[src/rtl/seg7_alu_pkg.sv]
package seg7_alu_pkg;
  localparam int unsigned NIB_W = 4;
  localparam int unsigned SEG_W = 7;

  typedef enum logic [1:0] {
    OP_ADD     = 2'b00,
    OP_ABSDIFF = 2'b01,
    OP_NAND    = 2'b10,
    OP_XOR     = 2'b11
  } alu_op_e;

  typedef logic [SEG_W-1:0] seg_t;
  localparam seg_t SEG_BLANK = '1;
endpackage

[src/rtl/fa_cell.sv]
module fa_cell (
  input  logic x,
  input  logic y,
  input  logic ci,
  output logic s,
  output logic co
);
  logic p;
  always_comb begin
    p  = x ^ y;
    s  = p ^ ci;
    co = (x & y) | (p & ci);
  end
endmodule

[src/rtl/ripple_add.sv]
module ripple_add #(
  parameter int unsigned W = 4
) (
  input  logic [W-1:0] x,
  input  logic [W-1:0] y,
  input  logic         ci,
  output logic [W-1:0] s
);
  logic [W-1:0] c;
  assign c[0] = ci;

  for (genvar i = 0; i < W; i++) begin : g_bit
    if (i < W - 1) begin : g_full
      fa_cell u_fa (
        .x (x[i]),
        .y (y[i]),
        .ci(c[i]),
        .s (s[i]),
        .co(c[i+1])
      );
    end else begin : g_top
      // top carry is not needed by any caller: sum bit only
      assign s[i] = x[i] ^ y[i] ^ c[i];
    end
  end
endmodule

[src/rtl/alu_core.sv]
module alu_core
  import seg7_alu_pkg::*;
#(
  parameter int unsigned W = NIB_W
) (
  input  logic [W-1:0] a,
  input  logic [W-1:0] b,
  input  alu_op_e      op,
  output logic [W-1:0] res
);
  localparam int unsigned WX = W + 1;

  logic [W-1:0]  sum;
  logic [WX-1:0] diff;
  logic [W-1:0]  neg_low;
  logic [W-1:0]  mag;

  ripple_add #(.W(W)) u_sum (
    .x (a),
    .y (b),
    .ci(1'b0),
    .s (sum)
  );

  // a - b on zero-extended operands: a + ~b + 1
  ripple_add #(.W(WX)) u_sub (
    .x ({1'b0, a}),
    .y (~{1'b0, b}),
    .ci(1'b1),
    .s (diff)
  );

  // two's-complement negation of the low bits: ~d + 0 + 1
  ripple_add #(.W(W)) u_neg (
    .x (~diff[W-1:0]),
    .y ('0),
    .ci(1'b1),
    .s (neg_low)
  );

  always_comb begin
    mag = diff[WX-1] ? neg_low : diff[W-1:0];
    unique case (op)
      OP_ADD:     res = sum;
      OP_ABSDIFF: res = mag;
      OP_NAND:    res = ~(a & b);
      OP_XOR:     res = a ^ b;
      default:    res = '0;
    endcase
  end
endmodule

[src/rtl/hex_seg_decoder.sv]
module hex_seg_decoder
  import seg7_alu_pkg::*;
(
  input  logic [NIB_W-1:0] nib,
  input  logic             en,
  output seg_t             seg
);
  seg_t shape;
  always_comb begin
    unique case (nib)
      4'h0: shape = 7'b1000000;
      4'h1: shape = 7'b1111001;
      4'h2: shape = 7'b0100100;
      4'h3: shape = 7'b0110000;
      4'h4: shape = 7'b0011001;
      4'h5: shape = 7'b0010010;
      4'h6: shape = 7'b0000010;
      4'h7: shape = 7'b1111000;
      4'h8: shape = 7'b0000000;
      4'h9: shape = 7'b0010000;
      4'hA: shape = 7'b0001000;
      4'hB: shape = 7'b0000011;
      4'hC: shape = 7'b1000110;
      4'hD: shape = 7'b0100001;
      4'hE: shape = 7'b0000110;
      default: shape = 7'b0001110;
    endcase
    seg = en ? shape : SEG_BLANK;
  end
endmodule

[src/rtl/seg7_alu.sv]
module seg7_alu
  import seg7_alu_pkg::*;
#(
  parameter int unsigned DIGITS       = 8,
  parameter int unsigned ACTIVE_DIGIT = 0
) (
  input  logic [NIB_W-1:0]  a,
  input  logic [NIB_W-1:0]  b,
  input  logic [1:0]        op,
  input  logic              en,
  output logic [SEG_W-1:0]  seg,
  output logic [DIGITS-1:0] an
);
  logic [NIB_W-1:0] res;

  alu_core #(.W(NIB_W)) u_core (
    .a  (a),
    .b  (b),
    .op (alu_op_e'(op)),
    .res(res)
  );

  hex_seg_decoder u_dec (
    .nib(res),
    .en (en),
    .seg(seg)
  );

  assign an = ~(DIGITS'(1) << ACTIVE_DIGIT);
endmodule

[config.mk]
export PLATFORM = sky130hd
export DESIGN_NAME = seg7_alu
export DESIGN_NICKNAME = d
export VERILOG_FILES = /design/src/rtl/seg7_alu_pkg.sv /design/src/rtl/fa_cell.sv /design/src/rtl/ripple_add.sv /design/src/rtl/alu_core.sv /design/src/rtl/hex_seg_decoder.sv /design/src/rtl/seg7_alu.sv
export SDC_FILE = /design/constraint.sdc
export NUM_CORES = 1
export LEC_CHECK = 0
export BUFFER_PORTS_ARGS = -buffer_cell sky130_fd_sc_hd__buf_2
export CAP_MARGIN = 15
export CELL_PAD_IN_SITES_DETAIL_PLACEMENT = 0
export CELL_PAD_IN_SITES_GLOBAL_PLACEMENT = 1
export CORE_UTILIZATION = 40
export DETAILED_ROUTE_END_ITERATION = 10
export PLACE_DENSITY_LB_ADDON = 0.05
export SETUP_SLACK_MARGIN = 0.2
export SYNTH_ARGS = -nofsm -noshare
export SYNTH_HDL_FRONTEND = slang
export SYNTH_SLANG_ARGS = --single-unit
export TNS_END_PERCENT = 1
[constraint.sdc]
create_clock -name vclk -period 7.6
set_input_delay 0 -clock vclk [all_inputs]
set_output_delay 0 -clock vclk [all_outputs]
set_load 0.01 [all_outputs]
==> results.sh <==
export IMPL_grt_ovfl_total=0
export IMPL_grt_util_met1_pct=17.4
export IMPL_synthXorXnorAreaFrac_pct=4.12
export IMPL_synthMuxAreaShare_pct=24.1
export IMPL_grtUsageTotal_pct=12.7
export IMPL_synth_simple_area_share_pct=7.47
export IMPL_dp_hpwl_microns=1100
export IMPL_synthCells=86
export IMPL_fmax_mhz=337
export IMPL_numPortBuffers=18
export IMPL_ys_types=27
export IMPL_num_antenna_cells=0
export IMPL_rsz0062_at_grt="false"
export IMPL_status="complete, no violations"
export IMPL_hold_violations=0
export IMPL_ios=26
export IMPL_via_count=586
export IMPL_nFillCells=216
export IMPL_tns_ns=0
export IMPL_ant_nets=0
export IMPL_cp_arrival_ns=2.97
export IMPL_grt_busiest_layer="met2"
export IMPL_regArea_sq_um=0
export IMPL_finalCritPeriodShare_pct=39.1
export IMPL_grt_use_met3_pct=0
export IMPL_hold_buffers=0
export IMPL_hold_path_class="in -> out"
export IMPL_cp_max_fo=14
export IMPL_grt_pass1_vias=513
export IMPL_synth_warnings=0
export IMPL_use_met2_pct=23.6
export IMPL_cap_violations=0
export IMPL_dieArea_sq_um=2240
export IMPL_layout_drive_gt1_share_pct=26.3
export IMPL_final_common_cell="buf_2"
export IMPL_synthAdderAreaFrac_pct=36.6
export IMPL_route_detailed_drc=0
export IMPL_die_w_microns=47.3
export IMPL_cts_resized=0
export IMPL_nClkBuffers=0
export IMPL_syn_area_sq_um=821
export IMPL_period_needed_ns=2.97
export IMPL_cp_startpoint="a[0]"
export IMPL_die_h_microns=47.3
export IMPL_multiInputGateArea_sq_um=686
export IMPL_place_ws_ns=4.58
export IMPL_antenna_found_initial=0
export IMPL_avgSynthCellArea_sq_um=9.54
export IMPL_ir_drop_uv=55.7
export IMPL_setup_worst_path_end_class="output port"
export IMPL_hold_path_startpoint="en"
export IMPL_nets=133
export IMPL_yosysSeqAreaShare_pct=0
export IMPL_syn2layout_area_growth_pct=6.55
export IMPL_fin_ws_ns=4.63
export IMPL_design_seq_count=0
export IMPL_rows=16
export IMPL_core_area_sq_um=1940
export IMPL_wirelength_microns=1240
export IMPL_maxSlewViolCount=0
export IMPL_synth_top_family_by_area="adder cells"
export IMPL_grt_pass1_wl_microns=2110
export IMPL_timing_hold_ws_ns=0.350
export IMPL_crit_required_ns=7.60
export IMPL_setup_viol=0
export IMPL_startpoint_type="input pin"
export IMPL_gp_congestion=0.749
export IMPL_start_util_pct=42.3
export IMPL_grt_max_degree=15
export IMPL_power_density_nw_per_um2=105
export IMPL_avgRoutedWirePerCell_microns=9.87
export IMPL_drtIter0Drc=2
export IMPL_via_per_inst=4.65
export IMPL_synth_compound_area_share_pct=7.62
export IMPL_p_leak_nw=0.459
export IMPL_layout_common_cells="buf_2, inv_1, ha_1"
export IMPL_drtPass1Iterations=2
export IMPL_path_class="in -> out"
export IMPL_cts_setup_buffers=0
synthesized netlist by cell type:
| cell | count | area (sq um) |
|---|---|---|
| mux4_1 | 1 | 26.3 |
| mux4_2 | 3 | 67.6 |
| o221ai_1 | 2 | 17.5 |
| o211ai_1 | 2 | 15.0 |
| conb_1 | 2 | 7.51 |
| and3_1 | 1 | 6.26 |
| a311oi_1 | 1 | 8.76 |
| nor4b_1 | 1 | 8.76 |
| buf_4 | 8 | 60.1 |
| mux2_2 | 1 | 11.3 |
| nand2b_1 | 1 | 6.26 |
| buf_6 | 2 | 22.5 |
| clkinv_2 | 1 | 5.00 |
| o21ai_0 | 1 | 5.00 |
| nor2b_1 | 1 | 6.26 |
| nand2_1 | 4 | 15.0 |
| xnor2_1 | 2 | 17.5 |
| nand3_1 | 3 | 15.0 |
| ha_1 | 16 | 200 |
| o311ai_2 | 1 | 16.3 |
| nor2_1 | 1 | 3.75 |
| mux2i_4 | 1 | 22.5 |
| clkdlybuf4s25_2 | 1 | 10.0 |
| fa_1 | 5 | 100 |
| xnor2_2 | 1 | 16.3 |
| mux2i_1 | 7 | 70.1 |
| inv_1 | 16 | 60.1 |
area by class of cell:
| class | count | share of cell area, % |
|---|---|---|
| Tap cell | 27 | 3.86 |
| Timing Repair Buffer | 18 | 10.3 |
| Inverter | 17 | 7.44 |
| Multi-Input combinational cell | 64 | 78.4 |
worst paths after layout:
kind                      to  slack, ns  cells after the start
worst max-delay path  seg[0]       4.63                     13
worst min-delay path  seg[3]       0.35                      3
report_power, final:
part,switching [mW],internal [mW]
Clock,0,0
Sequential,0,0
Combinational,0.0493,0.0425
worst max-delay path: stages:
cell,delay [ns]
buf_2,0.11
inv_1,0.05
ha_1,0.13
inv_1,0.04
fa_1,0.38
fa_1,0.38
inv_1,0.08
fa_1,0.42
xnor2_1,0.14
mux4_2,0.62
and3_1,0.23
a311oi_1,0.23
buf_2,0.17
metal layers:
metal	wire [microns]	vias to the layer above	part of all wire [%]
li1	-	296	-
met1	575	277	46
met2	638	13	51
met3	31	0	2.5
met4	0	0	0
met5	0	-	0
cell families after synthesis:
kind of cell	after synthesis
AO/OA/AOI/OAI	7
XOR/XNOR	3
adder cells (fa/ha/maj)	21
buffers and inverters	28
multiplexers	13
other	2
AND/OR/NAND/NOR	12
per-stage QoR:
| stage | cells | total power [mW] | instance area, sq um | util, % |
|---|---|---|---|---|
| final | 126 | 0.0918 | 875 | 45.0 |
| after global routing | 126 | 0.106 | 875 | 45.0 |
| after CTS | 126 | 0.0936 | 875 | 45.0 |
| after detailed placement | 126 | 0.0931 | 875 | 45.0 |
| after global placement | 126 | 0.0928 | 875 | 45.0 |
| after floorplan | 92 | 0.0780 | 843 | - |
Power figures use the tool's default switching activity.
